<file path="src/rtl/omega_pkg.sv">
// Package omega_pkg
// Shared helpers for the omega router: lane width and the perfect-shuffle
// index mapping. Assumes port counts are powers of two.
package omega_pkg;

    // Width of one lane: valid, source number, destination, data.
    function automatic int lane_width(input int addr_w, input int data_w);
        return 1 + 2 * addr_w + data_w;
    endfunction

    // Perfect shuffle: rotate an addr_w-bit line index left by one position.
    function automatic int shuffle_idx(input int idx, input int addr_w);
        int mask;
        mask = (1 << addr_w) - 1;
        return ((idx << 1) | (idx >> (addr_w - 1))) & mask;
    endfunction

endpackage

</file>
<file path="src/rtl/omega_switch2x2.sv">
// Module omega_switch2x2
// One 2x2 interchange element. Each input lane carries {valid, src, dst, data}.
// The destination bit SEL_BIT picks the output: 0 selects up, 1 selects dn.
// When both inputs want the same output, input A wins and B is dropped.
// An output that nobody claims carries an all-zero lane.
module omega_switch2x2 #(
    parameter int ADDR_W  = 3,
    parameter int DATA_W  = 8,
    parameter int SEL_BIT = 2,
    localparam int LANE_W = omega_pkg::lane_width(ADDR_W, DATA_W)
) (
    input  logic [LANE_W-1:0] a_lane,
    input  logic [LANE_W-1:0] b_lane,
    output logic [LANE_W-1:0] up_lane,
    output logic [LANE_W-1:0] dn_lane
);
    localparam int V_POS   = LANE_W - 1;
    localparam int SEL_POS = DATA_W + SEL_BIT;

    logic a_v, b_v, a_sel, b_sel;

    // Extract request flags and steering bits.
    always_comb begin
        a_v   = a_lane[V_POS];
        b_v   = b_lane[V_POS];
        a_sel = a_lane[SEL_POS];
        b_sel = b_lane[SEL_POS];
    end

    // Upper output: A has priority, B only if A does not claim it.
    always_comb begin
        if (a_v && !a_sel)      up_lane = a_lane;
        else if (b_v && !b_sel) up_lane = b_lane;
        else                    up_lane = '0;
    end

    // Lower output: same priority rule.
    always_comb begin
        if (a_v && a_sel)       dn_lane = a_lane;
        else if (b_v && b_sel)  dn_lane = b_lane;
        else                    dn_lane = '0;
    end
endmodule

</file>
<file path="src/rtl/omega_stage.sv">
// Module omega_stage
// One network stage: perfect-shuffle wiring followed by a column of N/2
// switches steering on destination bit (ADDR_W-1-STAGE).
// Assumes the lane layout {valid, src, dst, data}. The clock and reset are
// used only by the assertions that guard the switch column.
module omega_stage #(
    parameter int ADDR_W  = 3,
    parameter int DATA_W  = 8,
    parameter int STAGE   = 0,
    localparam int N      = 1 << ADDR_W,
    localparam int LANE_W = omega_pkg::lane_width(ADDR_W, DATA_W)
) (
    input  logic              clk,
    input  logic              rst_n,
    input  logic [LANE_W-1:0] lanes_in  [N],
    output logic [LANE_W-1:0] lanes_out [N]
);
    localparam int SEL_BIT = ADDR_W - 1 - STAGE;
    localparam int V_POS   = LANE_W - 1;
    localparam int SRC_LSB = DATA_W + ADDR_W;
    localparam int SEL_POS = DATA_W + SEL_BIT;

    logic [LANE_W-1:0] shuf [N];

    // Perfect-shuffle wiring into the switch column.
    for (genvar i = 0; i < N; i++) begin : g_shuf
        assign shuf[omega_pkg::shuffle_idx(i, ADDR_W)] = lanes_in[i];
    end

    for (genvar j = 0; j < N / 2; j++) begin : g_sw
        omega_switch2x2 #(
            .ADDR_W (ADDR_W),
            .DATA_W (DATA_W),
            .SEL_BIT(SEL_BIT)
        ) u_sw (
            .a_lane (shuf[2*j]),
            .b_lane (shuf[2*j+1]),
            .up_lane(lanes_out[2*j]),
            .dn_lane(lanes_out[2*j+1])
        );

        // A valid request on the upper input always leaves on its chosen side.
        AST_A_NEVER_LOST: assert property (@(posedge clk) disable iff (!rst_n)
            shuf[2*j][V_POS] |->
            (shuf[2*j][SEL_POS] ? (lanes_out[2*j+1] == shuf[2*j])
                                : (lanes_out[2*j] == shuf[2*j])));

        // The lower input is dropped only when the upper input took its port.
        AST_B_DROP_CAUSE: assert property (@(posedge clk) disable iff (!rst_n)
            (shuf[2*j+1][V_POS] &&
             (lanes_out[2*j] != shuf[2*j+1]) && (lanes_out[2*j+1] != shuf[2*j+1]))
            |-> (shuf[2*j][V_POS] && (shuf[2*j][SEL_POS] == shuf[2*j+1][SEL_POS])));

        // Both outputs never carry the same request.
        AST_NO_DUP_SRC: assert property (@(posedge clk) disable iff (!rst_n)
            (lanes_out[2*j][V_POS] && lanes_out[2*j+1][V_POS]) |->
            (lanes_out[2*j][SRC_LSB +: ADDR_W] != lanes_out[2*j+1][SRC_LSB +: ADDR_W]));
    end
endmodule

</file>
<file path="src/rtl/omega_router.sv">
// Module omega_router
// Omega network of ADDR_W stages with destination-tag self-routing.
// The grant and blocked flags are combinational from the request inputs.
// Output valid, data and source are registered once per clock.
// Assumes the requesters hold their inputs stable around the rising edge.
module omega_router #(
    parameter int ADDR_W  = 3,
    parameter int DATA_W  = 8,
    localparam int N      = 1 << ADDR_W,
    localparam int LANE_W = omega_pkg::lane_width(ADDR_W, DATA_W)
) (
    input  logic                clk,
    input  logic                rst_n,
    input  logic [N-1:0]        in_valid,
    input  logic [N*ADDR_W-1:0] in_dst,
    input  logic [N*DATA_W-1:0] in_data,
    output logic [N-1:0]        grant,
    output logic [N-1:0]        blocked,
    output logic [N-1:0]        out_valid,
    output logic [N*DATA_W-1:0] out_data,
    output logic [N*ADDR_W-1:0] out_src
);
    localparam int V_POS   = LANE_W - 1;
    localparam int SRC_LSB = DATA_W + ADDR_W;
    localparam int DST_LSB = DATA_W;

    logic [LANE_W-1:0] lanes [ADDR_W+1][N];
    logic [N-1:0]      gnt;
    logic              started;

    // Pack each input request into a lane tagged with its source number.
    for (genvar i = 0; i < N; i++) begin : g_pack
        assign lanes[0][i] = {in_valid[i], ADDR_W'(i),
                              in_dst[i*ADDR_W +: ADDR_W], in_data[i*DATA_W +: DATA_W]};
    end

    // Chain the stages; stage k steers on destination bit ADDR_W-1-k.
    for (genvar k = 0; k < ADDR_W; k++) begin : g_stage
        omega_stage #(
            .ADDR_W(ADDR_W),
            .DATA_W(DATA_W),
            .STAGE (k)
        ) u_stage (
            .clk      (clk),
            .rst_n    (rst_n),
            .lanes_in (lanes[k]),
            .lanes_out(lanes[k+1])
        );
    end

    // A source is granted when its tag survives on some final lane.
    always_comb begin
        gnt = '0;
        for (int s = 0; s < N; s++) begin
            for (int o = 0; o < N; o++) begin
                if (lanes[ADDR_W][o][V_POS] &&
                    lanes[ADDR_W][o][SRC_LSB +: ADDR_W] == ADDR_W'(s))
                    gnt[s] = 1'b1;
            end
        end
    end

    // Per-input status flags.
    always_comb begin
        grant   = gnt;
        blocked = in_valid & ~gnt;
    end

    // Register the network outputs.
    always_ff @(posedge clk) begin
        if (!rst_n) begin
            out_valid <= '0;
            out_data  <= '0;
            out_src   <= '0;
        end else begin
            for (int o = 0; o < N; o++) begin
                out_valid[o]                   <= lanes[ADDR_W][o][V_POS];
                out_data[o*DATA_W +: DATA_W]   <= lanes[ADDR_W][o][0 +: DATA_W];
                out_src[o*ADDR_W +: ADDR_W]    <= lanes[ADDR_W][o][SRC_LSB +: ADDR_W];
            end
        end
    end

    // Marks that at least one non-reset edge has passed.
    always_ff @(posedge clk) begin
        if (!rst_n) started <= 1'b0;
        else        started <= 1'b1;
    end

    // A granted source must have a live request.
    AST_GRANT_HAS_REQ: assert property (@(posedge clk) disable iff (!rst_n)
        (grant & ~in_valid) == '0);

    for (genvar o = 0; o < N; o++) begin : g_chk
        // Every surviving lane lands on the port its destination names.
        AST_LANDS_ON_DST: assert property (@(posedge clk) disable iff (!rst_n)
            lanes[ADDR_W][o][V_POS] |->
            (lanes[ADDR_W][o][DST_LSB +: ADDR_W] == ADDR_W'(o)));
    end

    // Valid outputs count equals the grants of the previous cycle.
    AST_OUT_COUNT: assert property (@(posedge clk) disable iff (!rst_n)
        started |-> ($countones(out_valid) == $past($countones(grant))));

    // An output can only be valid if some request was present one edge before.
    AST_OUT_FROM_REQ: assert property (@(posedge clk) disable iff (!rst_n)
        (started && out_valid != '0) |-> $past(in_valid != '0));
endmodule

</file>
<file path="config.mk">
export PLATFORM = sky130hd
export DESIGN_NAME = omega_router
export DESIGN_NICKNAME = d
export VERILOG_FILES = /design/src/rtl/omega_pkg.sv /design/src/rtl/omega_switch2x2.sv /design/src/rtl/omega_stage.sv /design/src/rtl/omega_router.sv
export SDC_FILE = /design/constraint.sdc
export NUM_CORES = 1
export LEC_CHECK = 0
export BUFFER_PORTS_ARGS = -buffer_cell sky130_fd_sc_hd__buf_2
export CORE_AREA = 10 10 115 117
export CTS_CLUSTER_DIAMETER = 100
export DETAILED_ROUTE_END_ITERATION = 10
export DIE_AREA = 0 0 125 127
export PLACE_DENSITY = 0.86
export SETUP_SLACK_MARGIN = 0.4
export SLEW_MARGIN = 10
export SYNTH_ARGS = -nofsm -noshare
export SYNTH_HDL_FRONTEND = slang
export SYNTH_SLANG_ARGS = --single-unit
</file>
<file path="constraint.sdc">
create_clock -name clk -period 5.53 [get_ports clk]
set_input_delay 1.106 -clock clk [delete_from_list [all_inputs] [get_ports clk]]
set_output_delay 1.106 -clock clk [all_outputs]
set_load 0.01 [all_outputs]
</file>
==> metrics.md <==
| Metric | Value |
|---|---|
| Outcome | finished, final reports clean |
| FF+latch area | 1922 um^2 |
| Synth Instances | 702 |
| Post-DR wirelength/cell | 23.43 um |
| Max-cap check violation count | 0 |
| Leak | 3.069 nW |
| Hold buffer count at CTS | 0 |
| RSZ-0062 raised after global routing | false |
| Met1 Wirelength | 9095 um |
| Root buf cell | clkbuf_16 |
| Max Fclk | 209.6 MHz |
| Critical Path End Type | primary output |
| Length of routed met2 wiring | 10830 um |
| Setup TNS | 0 ns |
| CP required | 4.42 ns |
| IO buf count | 208 |
| DRT Pass-1 Iters | 6 |
| Final Hold Violating Endpoints | 0 |
| Simple-gate share of the synthesized area | 0.1996 |
| Worst stage delay on the critical path | 0.56 ns |
| Period utilization | 0.8629 |
| Number of max-slew violations in the final report | 0 |
| Hold Crit Class | primary input to flip-flop |
| Worst rel slew slack | 0.3278 |
| Final min period | 4.772 ns |
| Top_reg_cell synth | dfxtp_1 |
| Max Root-Sink Buffers | 2 |
| Area of the mapped netlist | 5887 um^2 |
| Layout cell share with drive strength beyond 1 | 0.2950 |
| TritonCTS clock tree | done |
| Inserted Clock Buffers | 9 |
| Vias per cell | 6.850 |
| DR WL met3 | 3332 um |
| CTS Sinks | 96 |
| GP Congestion | 1.047 |
| Area occupied by multi-input gates | 3654 um^2 |
| Cells on Worst Hold Path | 2 |
| Post-DP HPWL | 19250 um |
| Clock slew at reported path FFs | 0.08 ns |
| I/O Pins | 210 |
| Crit path top cell by count | buf_2 |
| Dpl ws | 0.8716 ns |
| Initial core utilization | 0.5291 |
| Total Wirelength | 24200 um |
| # nets final | 981 |
| Synth Area in Compound Gates | 0.3989 |
| Main combinational cell family by area after synthesis | compound AO/OA/AOI/OAI gates |
| Ranking of synthesized cells by area | dfxtp_1 (33%), o22a_1 (9.4%), a22oi_1 (9.1%), o22ai_1 (6.0%), nor2_1 (3.8%) |
| Highest Signal Layer | met4 |
| Global route total overflow | 0 |
| VDD IR max | 0.0002275 V |
| CP Depth | 8 |
| Fin worst setup slack | 0.7582 ns |
| Drt drc | 0 |
| Vias in the first global route | 6678 |
| Core area | 11130 um^2 |
| H-tree depth | 3 |
| Synth unique cells | 73 |
| Max stage delay cell, worst path | o31a_1 |
| Area Growth Syn to Fin | 23.59% |
| Die footprint | 15880 um^2 |
| Setup Buffers After CTS | 0 |
| Post-synth EDFFs | 0 |
| Syn_nets | 800 |
| Crit-path max FO | 16 |
| Initial antenna violation count | 0 |
| Crit path cell chain | buf_2, and2_1, o31a_1, a31o_2, nor2b_1, a32oi_1, and4_1, buf_2 |
| Type of the worst setup path | primary input to primary output |
| # fillers | 963 |
| Synth top cells by count | dfxtp_1 (96), a22oi_1 (71), o22a_1 (63) |
| Sequential fraction of the synthesis area | 0.3265 |
| Die X | 125 um |
| Cell Rows | 39 |
| PostCTS Resize Cnt | 0 |
| Die Ht | 127 um |
| Pwr per Cell Area | 248.5 nW/um^2 |
| DRT iter0 DRCs | 1188 |
| Tot GR Track Use | 0.2782 |
| Top cell type's share of synthesized area | 0.3265 |
| WP data arrival | 3.67 ns |
| First-pass GRT wire length | 36090 um |
| Worst slew pin tran | 0.9957 ns |
| Multiplexer share of the synthesized area | 0.02147 |
| Most common cell in the netlist | dfxtp_1 |
| Ys Warns | 0 |
| CP Launch Type | primary input |
| Seq cells post-synth | 96 |
| Asr flop ratio synth | 0 |
| Routed vias | 7076 |
| Mapped Avg Cell Area | 8.386 um^2 |
| Post-synthesis xor/xnor area fraction | 0 |
| Adder-cell share of the synthesized area | 0 |
| Antenna-violating nets left | 0 |
| Hold EP | out_src[10] |
| Worst path top cell family by delay | compound AO/OA/AOI/OAI gates |
| Largest net degree at the start of global routing | 35 |
| Min-Delay Startpoint | rst_n |
| Synth area leader | dfxtp_1 |
| CP bufs+invs | 2 |
| Final setup viols | 0 |
placed cells by master (no fill, tap or decap), types with 7 or more instances in the layout:
| master | Yosys | final |
|---|---|---|
| nand2_1 | 33 | 33 |
| mux2i_1 | 7 | 7 |
| dfxtp_1 | 96 | 96 |
| nand2b_1 | 14 | 14 |
| a21oi_1 | 15 | 15 |
| clkbuf_16 | 0 | 9 |
| a32oi_1 | 7 | 7 |
| buf_4 | 1 | 13 |
| and2_1 | 16 | 16 |
| o22ai_1 | 56 | 56 |
| buf_2 | 18 | 208 |
| nand3_1 | 25 | 25 |
| inv_1 | 18 | 18 |
| o22ai_2 | 8 | 8 |
| o21ai_0 | 10 | 10 |
| a22oi_1 | 71 | 71 |
| o22a_1 | 63 | 63 |
| nor2b_1 | 8 | 8 |
| and3_1 | 7 | 7 |
| nor3_1 | 10 | 10 |
| nor2_1 | 60 | 60 |
| o21a_1 | 8 | 8 |
| a31oi_1 | 10 | 10 |
sequential cells by signal, summed over array words and instances, names as in the netlist:
| name | cells |
|---|---|
| out_data | 64 |
| out_src | 24 |
| out_valid | 8 |
metal layers:
| layer | track usage | up-vias |
|---|---|---|
| met2 | 0.4354 | 630 |
| met4 | 0.1328 | 0 |
| li1 | - | 3156 |
| met5 | 0 | - |
| met3 | 0.08768 | 99 |
| met1 | 0.3417 | 3191 |
power breakdown:
group | switching (mW) | internal, mW
combinational | 0.293 | 0.162
clock | 0.313 | 0.323
sequential | 0.00520 | 0.712
total | 0.611 | 1.20
logic make-up after synthesis:
group / count (synthesis)
mux: 12
simple gates: 218
buf+inv: 70
other cells: 1
compound gates: 305
flops: 96
area by class of cell:
| class | instances | share of cell area |
|---|---|---|
| flip-flops and latches | 96 | 0.2641 |
| repair buffers | 221 | 0.1565 |
| clock buffers | 9 | 0.03095 |
| clock inverters | 7 | 0.01118 |
| multi-input cells | 536 | 0.5021 |
| well taps | 143 | 0.02459 |
| diodes | 2 | 0.0006879 |
| inverters | 19 | 0.009802 |
per-stage QoR:
step	cell area, um^2	std cells	utilization	power [mW]	hold WS (ns)
2_1_floorplan	5887	702	-	1.004	1.294
3_3_place_gp	6964	1015	0.6260	1.164	1.502
3_5_place_dp	6964	1015	0.6260	1.168	1.504
4_1_cts	7271	1031	0.6535	1.792	1.219
5_1_grt	7271	1031	0.6535	1.860	1.259
6_report	7276	1033	0.6540	1.808	1.235
worst max-delay path by stage:
stage	endpoint	start
6_report	blocked[1]	in_dst[2]
5_1_grt	blocked[4]	in_valid[0]
4_1_cts	blocked[4]	in_dst[2]
3_5_place_dp	blocked[3]	in_dst[2]
3_3_place_gp	blocked[3]	in_dst[2]
2_1_floorplan	blocked[4]	in_dst[8]
(Power assumes the default switching activity.)
